$ cat src/rtl/sqrt_r16.sv
module sqrt_r16 #(
  parameter int EXP_W = 12
) (
  input  logic             clk,
  input  logic             rst_n,
  input  logic             start,
  input  logic [1:0]       prec,
  input  logic [52:0]      sig_in,
  input  logic [EXP_W-1:0] exp_in,
  output logic             busy,
  output logic             done,
  output logic [52:0]      sig_out,
  output logic [EXP_W-1:0] exp_out
);
  localparam int SW = 53;
  localparam int QW = SW + 1;
  localparam int RW = QW + 6;

  typedef enum logic [1:0] {S_IDLE, S_INIT, S_ITER, S_RND} st_t;

  st_t              st;
  logic [1:0]       pr;
  logic [QW-1:0]    rad;
  logic [QW-1:0]    q;
  logic [RW-1:0]    r;
  logic [3:0]       cnt;
  logic [EXP_W-1:0] ex;

  function automatic logic [RW-1:0] cost(input logic [QW-1:0] qq, input logic [1:0] d);
    logic [RW-1:0] q8;
    q8 = RW'(qq) << 3;
    case (d)
      2'd0:    cost = '0;
      2'd1:    cost = q8 + RW'(1);
      2'd2:    cost = (q8 << 1) + RW'(4);
      default: cost = q8 + (q8 << 1) + RW'(9);
    endcase
  endfunction

  function automatic logic [1:0] sel4(input logic [RW-1:0] t, input logic [QW-1:0] qq);
    if (t >= cost(qq, 2'd3))      sel4 = 2'd3;
    else if (t >= cost(qq, 2'd2)) sel4 = 2'd2;
    else if (t >= cost(qq, 2'd1)) sel4 = 2'd1;
    else                          sel4 = 2'd0;
  endfunction

  function automatic logic [3:0] iters(input logic [1:0] p);
    if (p == 2'b00)      iters = 4'd3;
    else if (p == 2'b01) iters = 4'd6;
    else                 iters = 4'd13;
  endfunction

  function automatic logic [SW-1:0] prec_mask(input logic [1:0] p);
    if (p == 2'b00)      prec_mask = {{11{1'b1}}, 42'b0};
    else if (p == 2'b01) prec_mask = {{24{1'b1}}, 29'b0};
    else                 prec_mask = '1;
  endfunction

  // initialization: integer root bit plus first fraction bit
  logic [3:0] it0;
  logic       it0_ge;
  assign it0    = {rad[QW-1:QW-2] - 2'd1, rad[QW-3:QW-4]};
  assign it0_ge = it0 >= 4'd5;

  // iteration: first radix-4 step with four speculative second steps
  logic [RW-1:0] t1;
  logic [1:0]    d1;
  logic [1:0]    d2s [4];
  logic [RW-1:0] r2s [4];

  assign t1 = (r << 4) | RW'(rad[QW-1:QW-4]);
  assign d1 = sel4(t1, q);

  for (genvar c = 0; c < 4; c++) begin : g_spec
    logic [QW-1:0] qc;
    logic [RW-1:0] tc;
    assign qc     = (q << 2) | QW'(c);
    assign tc     = ((t1 - cost(q, 2'(c))) << 4) | RW'(rad[QW-5:QW-8]);
    assign d2s[c] = sel4(tc, qc);
    assign r2s[c] = tc - cost(qc, d2s[c]);
  end

  logic [QW-1:0] q_it;
  logic [RW-1:0] r_it;
  assign q_it = (q << 4) | QW'({d1, d2s[d1]});
  assign r_it = r2s[d1];

  // rounding to nearest even
  logic          rnz;
  logic [10:0]   rh;
  logic [23:0]   rs;
  logic [52:0]   rd;
  logic [SW-1:0] rnd_sig;
  assign rnz = |r;
  assign rh  = q[13:3] + {10'b0, q[2] & (q[3] | q[1] | q[0] | rnz)};
  assign rs  = q[25:2] + {23'b0, q[1] & (q[2] | q[0] | rnz)};
  assign rd  = q[53:1] + {52'b0, q[0] & (q[1] | rnz)};

  always_comb begin
    if (pr == 2'b00)      rnd_sig = {rh, 42'b0};
    else if (pr == 2'b01) rnd_sig = {rs, 29'b0};
    else                  rnd_sig = rd;
  end

  assign busy = st != S_IDLE;

  always_ff @(posedge clk or negedge rst_n) begin
    if (!rst_n) begin
      st      <= S_IDLE;
      pr      <= '0;
      rad     <= '0;
      q       <= '0;
      r       <= '0;
      cnt     <= '0;
      ex      <= '0;
      done    <= 1'b0;
      sig_out <= '0;
      exp_out <= '0;
    end else begin
      done <= 1'b0;
      case (st)
        S_IDLE: if (start) begin
          pr  <= prec;
          ex  <= EXP_W'($signed(exp_in) >>> 1);
          rad <= exp_in[0] ? {sig_in & prec_mask(prec), 1'b0}
                           : {1'b0, sig_in & prec_mask(prec)};
          st  <= S_INIT;
        end
        S_INIT: begin
          q   <= it0_ge ? QW'(3) : QW'(2);
          r   <= it0_ge ? RW'(it0 - 4'd5) : RW'(it0);
          rad <= rad << 4;
          cnt <= iters(pr) - 4'd1;
          st  <= S_ITER;
        end
        S_ITER: begin
          q   <= q_it;
          r   <= r_it;
          rad <= rad << 8;
          cnt <= cnt - 4'd1;
          if (cnt == 4'd0) st <= S_RND;
        end
        default: begin
          sig_out <= rnd_sig;
          exp_out <= ex;
          done    <= 1'b1;
          st      <= S_IDLE;
        end
      endcase
    end
  end

  AST_RESID_BOUND: assert property (@(posedge clk) disable iff (!rst_n)
    (st == S_ITER || st == S_RND) |-> (r <= (RW'(q) << 1)));

  AST_ROOT_LEAD: assert property (@(posedge clk) disable iff (!rst_n)
    (st == S_RND) |-> ((pr == 2'b00) ? (q[13] && q[QW-1:14] == '0) :
                       (pr == 2'b01) ? (q[25] && q[QW-1:26] == '0) : q[53]));

  AST_BUSY_AFTER_START: assert property (@(posedge clk) disable iff (!rst_n)
    (!busy && start) |=> busy);

  AST_DONE_SINGLE: assert property (@(posedge clk) disable iff (!rst_n)
    done |=> !done);

  AST_DONE_IDLE: assert property (@(posedge clk) disable iff (!rst_n)
    done |-> !busy);

  AST_START_IGNORED: assert property (@(posedge clk) disable iff (!rst_n)
    busy |=> ($stable(ex) && $stable(pr)));

endmodule

$ cat config.mk
export PLATFORM = sky130hd
export DESIGN_NAME = sqrt_r16
export DESIGN_NICKNAME = d
export VERILOG_FILES = /design/src/rtl/sqrt_r16.sv
export SDC_FILE = /design/constraint.sdc
export NUM_CORES = 2
export LEC_CHECK = 0
export BUFFER_PORTS_ARGS = -buffer_cell sky130_fd_sc_hd__buf_4
export CAP_MARGIN = 40
export CORE_MARGIN = 2
export CORE_UTILIZATION = 70
export CTS_CLUSTER_DIAMETER = 150
export DETAILED_ROUTE_END_ITERATION = 6
export GPL_TIMING_DRIVEN = 0
export PLACE_DENSITY = 0.92
export SYNTH_ARGS = -nofsm -noshare
export SYNTH_HDL_FRONTEND = slang
export SYNTH_SLANG_ARGS = --single-unit
$ cat constraint.sdc
create_clock -name clk -period 29.2 [get_ports clk]
set_input_delay 8.76 -clock clk [delete_from_list [all_inputs] [get_ports clk]]
set_output_delay 8.76 -clock clk [all_outputs]
set_load 0.1 [all_outputs]
==> results of run 1 <==
## per-layer routing
layer  overflow  global-route usage (%)
met1          0                    70.5
met2          2                    86.1
met3          2                    58.1
met4          7                    66.0
met5          1                    38.0
## cell families after synthesis
kind of cell / after synthesis / share of synthesized area [%]
XOR/XNOR: 599 / 8.63
AO/OA/AOI/OAI: 3016 / 31.9
flip-flops: 252 / 10.1
buffers and inverters: 742 / 4.71
adder cells (fa/ha/maj): 1201 / 24.7
AND/OR/NAND/NOR: 2335 / 18.4
multiplexers: 82 / 1.44
## per-stage QoR
step / hold WS [ns] / utilization (%) / instance area, um^2
2_1_floorplan: 0.468 / - / 62200
3_3_place_gp: 0.479 / 73.3 / 64700
3_5_place_dp: 0.488 / 74.4 / 65700
4_1_cts: 0.502 / 75.8 / 66900
==> metrics.md, run 1 <==
| Metric | Value |
|---|---|
| Last stage reached | global routing |
| Number of setup buffers added after CTS | 0 |
| Portion of the post-synthesis area used by sequential elements | around a tenth |
| Largest area contributor in the synthesized netlist | sky130_fd_sc_hd__ha_1 |
| Most numerous cell in the Yosys netlist | sky130_fd_sc_hd__ha_1 |
| Area share of the largest cell type after synthesis | between 20% and 30% |
| Number of clock sinks | 252 |
| GRT Total Usage | between 70% and 80% |
| Number of buffer cells added on primary ports | around 140 |
| Root Driver | sky130_fd_sc_hd__clkbuf_16 |
| Flops & latches, synth | 252 |
| Asr flop ratio synth | 100% |
| Initial core utilization | ~70% |
| Biggest area contributors in the synthesized netlist | sky130_fd_sc_hd__ha_1 23%, sky130_fd_sc_hd__dfrtp_1 10%, sky130_fd_sc_hd__a21oi_1 7.1% |
| Combined area of all synthesized cells | just over 60000 um^2 |
| Die boundary width | just over 300 um |
| Hpwl dp | around 240000 um |
| Tool error message | [ERROR GRT-0116] Global routing finished with congestion. Check the congestion regions in the DRC Viewer. |
| Synth top cells by count | 1124 x sky130_fd_sc_hd__ha_1, 878 x sky130_fd_sc_hd__a21oi_1, 632 x sky130_fd_sc_hd__nor2_1 |
| I/O Pins | between 100 and 150 |
| Number of rows in the core area | approximately 110 |
| Cell variety after synth | 113 |
| Number of buffers between clock root and the deepest sink | 3 |
| Avg Cell Area, Syn | between 7 and 8 um^2 |
| Global-route wire length before repair | between 400000 and 500000 um |
| Result of the run | did not finish |
| CTS buffer count | 35 |
| Pre-CTS setup slack | 13.11 ns |
| Yosys warns | 0 |
| Maximum number of pins on one net before global-route repair | about 110 |
| Leftover overflow at the end of global routing | 12 |
| Placed Instances | 9597 |
| Primary flip-flop cell chosen by synthesis mapping | sky130_fd_sc_hd__dfrtp_1 |
| Number of enable flip-flop cells after synthesis | 0 |
| Hold Buf Count CTS | 0 |
| Number of cells produced by synthesis | around 8200 |
| Maximum level of the CTS H-tree | 2 |
| Die Height | 302 um |
| Count of cells resized by post-cts repair | 0 |
| Number of global-route vias before repair | slightly below 80000 |
| Post-synthesis net count | 9474 |
| Global placer's final weighted congestion | approximately 1.4 |
==> run 2: changes to the inputs <==
Settings changed: CORE_UTILIZATION 70 to 40, CTS_CLUSTER_DIAMETER 150 to not set, PLACE_DENSITY 0.92 to not set, PLACE_DENSITY_LB_ADDON set to 0.15.
==> run 2 against run 1 <==
The run now ends clean. Synthesized cell count unchanged. Area after synthesis stayed put.
==> metrics.md, run 2 <==
| Metric | Value |
|---|---|
| Number of setup buffers added after CTS | 0 (unchanged) |
| Clk Latency, worst-skew pair | 0.65 ns |
| Final Hold Vio Count | 0 |
| Number of buffer cells added on primary ports | 136 (unchanged) |
| Commonest cells after routing, fill and taps aside | 1124 x sky130_fd_sc_hd__ha_1, 876 x sky130_fd_sc_hd__a21oi_1, 632 x sky130_fd_sc_hd__nor2_1 |
| Combined area of all synthesized cells | 62200 um^2 (unchanged) |
| Slew margin rel. | a little over a quarter |
| Maximum number of pins on one net before global-route repair | 97 |
| Routed len/inst | roughly 36 um |
| Area of the placeable core | between 150000 and 200000 um^2 |
| Critical path data required time | 29.59 ns |
| Portion of the post-synthesis area used by sequential elements | 10.1% (unchanged) |
| Setup TNS after final layout | 0 ns |
| Critical Path Max Stage Delay | 0.98 ns |
| Highest clock frequency the design can meet | 0.0506 GHz |
| Number of clock sinks | 252 (unchanged) |
| Final worst-path setup slack | approximately 9.4 ns |
| Die outline area | 159000 um^2 |
| Number of flip-flops under the largest register name | 60 |
| Post-detailed-route count of antenna-violating nets | 0 |
| Finished Core Util | 45.5% |
| Yosys warns | 0 (unchanged) |
| Largest register by flop count | r |
| Critical path buffers and inverters | 6 |
| Cell variety after synth | 113 (unchanged) |
| Most numerous cell in the Yosys netlist | sky130_fd_sc_hd__ha_1 (unchanged) |
| Most frequent standard cell in the layout excluding fill and tap cells | sky130_fd_sc_hd__ha_1 |
| Area share of the largest cell type after synthesis | 22.6% (unchanged) |
| RSZ-0062 raised after global routing | no |
| Asr flop ratio synth | 100% (unchanged) |
| Count of cells resized by post-cts repair | 0 (unchanged) |
| Hpwl dp | 324000 um (was 237000 um) |
| Total setup violations reported at the end of the flow | 0 |
| CTS buffer count | 39 (was 35) |
| Routed via count | approximately 73000 |
| Flops & latches, synth | 252 (unchanged) |
| Fraction of layout instances using a drive strength above 1 | 7.88% |
| Antenna violations before repair | 28 |
| Initial core utilization | 40.3% (was 70.5%) |
| GRT Total Usage | between 40% and 50% |
| Number of global-route vias before repair | between 60000 and 70000 |
| Biggest area contributors in the synthesized netlist | sky130_fd_sc_hd__ha_1 23%, sky130_fd_sc_hd__dfrtp_1 10%, sky130_fd_sc_hd__a21oi_1 7.1% (unchanged) |
| Detailed-router iteration count before antenna repair | 7 |
| Max Clock Skew | about 0.032 ns |
| Primary flip-flop cell chosen by synthesis mapping | sky130_fd_sc_hd__dfrtp_1 (unchanged) |
| Pre-CTS setup slack | 10.50 ns (was 13.11 ns) |
| Global-route wire length before repair | 519000 um |
| Number of cells produced by synthesis | 8227 (unchanged) |
| Worst-case register-to-register setup slack | 9.44 ns |
| Hold Buf Count CTS | 0 (unchanged) |
| Critical path start-end classification | flop to flop |
| Cell with the biggest individual delay on the critical path | sky130_fd_sc_hd__ha_1 |
| Worst-Margin Slew | between 1 and 1.5 ns |
| Final routed wirelength across all metal layers | between 300000 and 400000 um |
| Largest registers ranked by flip-flop count | r (60), q (54), rad (54) |
| Avg Cell Area, Syn | 7.56 um^2 (unchanged) |
| Count of pins over their slew limit | 0 |
| Max_cap viols | 0 |
| Number of rows in the core area | 144 (was 109) |
| Post-synthesis net count | 9474 (unchanged) |
| Endpoint type of the worst setup path | flop |
| Die boundary width | 398 um (was 302 um) |
| Arr. time, crit path | ~20 ns |
| Iter 0 DRT Violations | a little under 10000 |
| Die Height | 398 um (was 302 um) |
| Kind of cell adding the most delay to the critical path | compound AO/OA/AOI/OAI gates |
| Worst hold path type | flop to flop |
| # DRC | 0 |
| Area growth, synth to finish | 12.9% |
| Setup crit start kind | flop |
| CTS tree | done |
| Root Driver | sky130_fd_sc_hd__clkbuf_16 (unchanged) |
| Final worst-path cycle share | between 60 and 70% |
| Maximum level of the CTS H-tree | 2 (unchanged) |
| Leftover overflow at the end of global routing | 0 |
| Synth top cells by count | 1124 x sky130_fd_sc_hd__ha_1, 878 x sky130_fd_sc_hd__a21oi_1, 632 x sky130_fd_sc_hd__nor2_1 (unchanged) |
| Worst Path Max Fanout | 16 |
| Critical Path Most Common Cell | sky130_fd_sc_hd__a21oi_1 |
| Ratio of routed vias to standard cells | ~7 |
| Number of buffers between clock root and the deepest sink | 3 (unchanged) |
| Number of enable flip-flop cells after synthesis | 0 (unchanged) |
| Total number of nets in the final design | between 9000 and 10000 |
| Global placer's final weighted congestion | 1.10 (was 1.39) |
| I/O Pins | 137 (unchanged) |
| Clock-pin slew on the worst setup and hold paths | roughly 0.070 ns |
| Number of fill cells in the layout | 15841 |
| Result of the run | finished, final reports clean (was did not finish) |
| Period minus WS final | 19.76 ns |
| Largest area contributor in the synthesized netlist | sky130_fd_sc_hd__ha_1 (unchanged) |
[run 2: path summary, 6_finish.rpt]
kind                       startpoint          to  cells after the start
setup / recovery                 q[0]       r[35]                     56
hold / removal                  ex[2]  exp_out[2]                      1
setup reg to reg                 q[0]       r[35]                     56
hold reg to reg                 ex[2]  exp_out[2]                      1
max in group asynchronous       rst_n       r[35]                      2
min in group asynchronous       rst_n       ex[7]                      1
[run 2: logic make-up after synthesis]
kind of cell             synth area share [%]
AND/OR/NAND/NOR                          18.4
AO/OA/AOI/OAI                            31.9
flip-flops                               10.1
XOR/XNOR                                 8.63
buffers and inverters                    4.71
adder cells (fa/ha/maj)                  24.7
multiplexers                             1.44
[run 2: final cells by class]
| class | instances | area, um^2 | share of cell area (%) |
|---|---|---|---|
| flip-flops and latches | 252 | 6310 | 8.98 |
| repair buffers | 367 | 4090 | 5.82 |
| clock buffers | 44 | 1030 | 1.46 |
| well taps | 2044 | 2560 | 3.64 |
| plain buffers | 405 | 1670 | 2.38 |
| clock inverters | 26 | 282 | 0.401 |
| multi-input cells | 7233 | 53000 | 75.5 |
| diodes | 8 | 20.0 | 0.0285 |
| inverters | 337 | 1260 | 1.80 |
[run 2: metal layers]
metal	GRT usage (%)	wire length (um)
met1	61.1	154000
met2	66.1	151000
met3	12.6	47200
met4	29.0	29400
met5	0	53
[run 2: through the flow]
| stage | hold slack, ns | area, um^2 | instances |
|---|---|---|---|
| floorplan | 0.468 | 62200 | 8227 |
| global placement | 0.479 | 65800 | 10407 |
| detailed placement | 0.487 | 68800 | 10626 |
| CTS | 0.500 | 70100 | 10696 |
| global route | 0.511 | 70200 | 10708 |
| finish | 0.495 | 70200 | 10716 |
Power of run 2 is not shown: default switching activity piles up to over one toggle a cycle in this logic, so the estimate is an artifact.
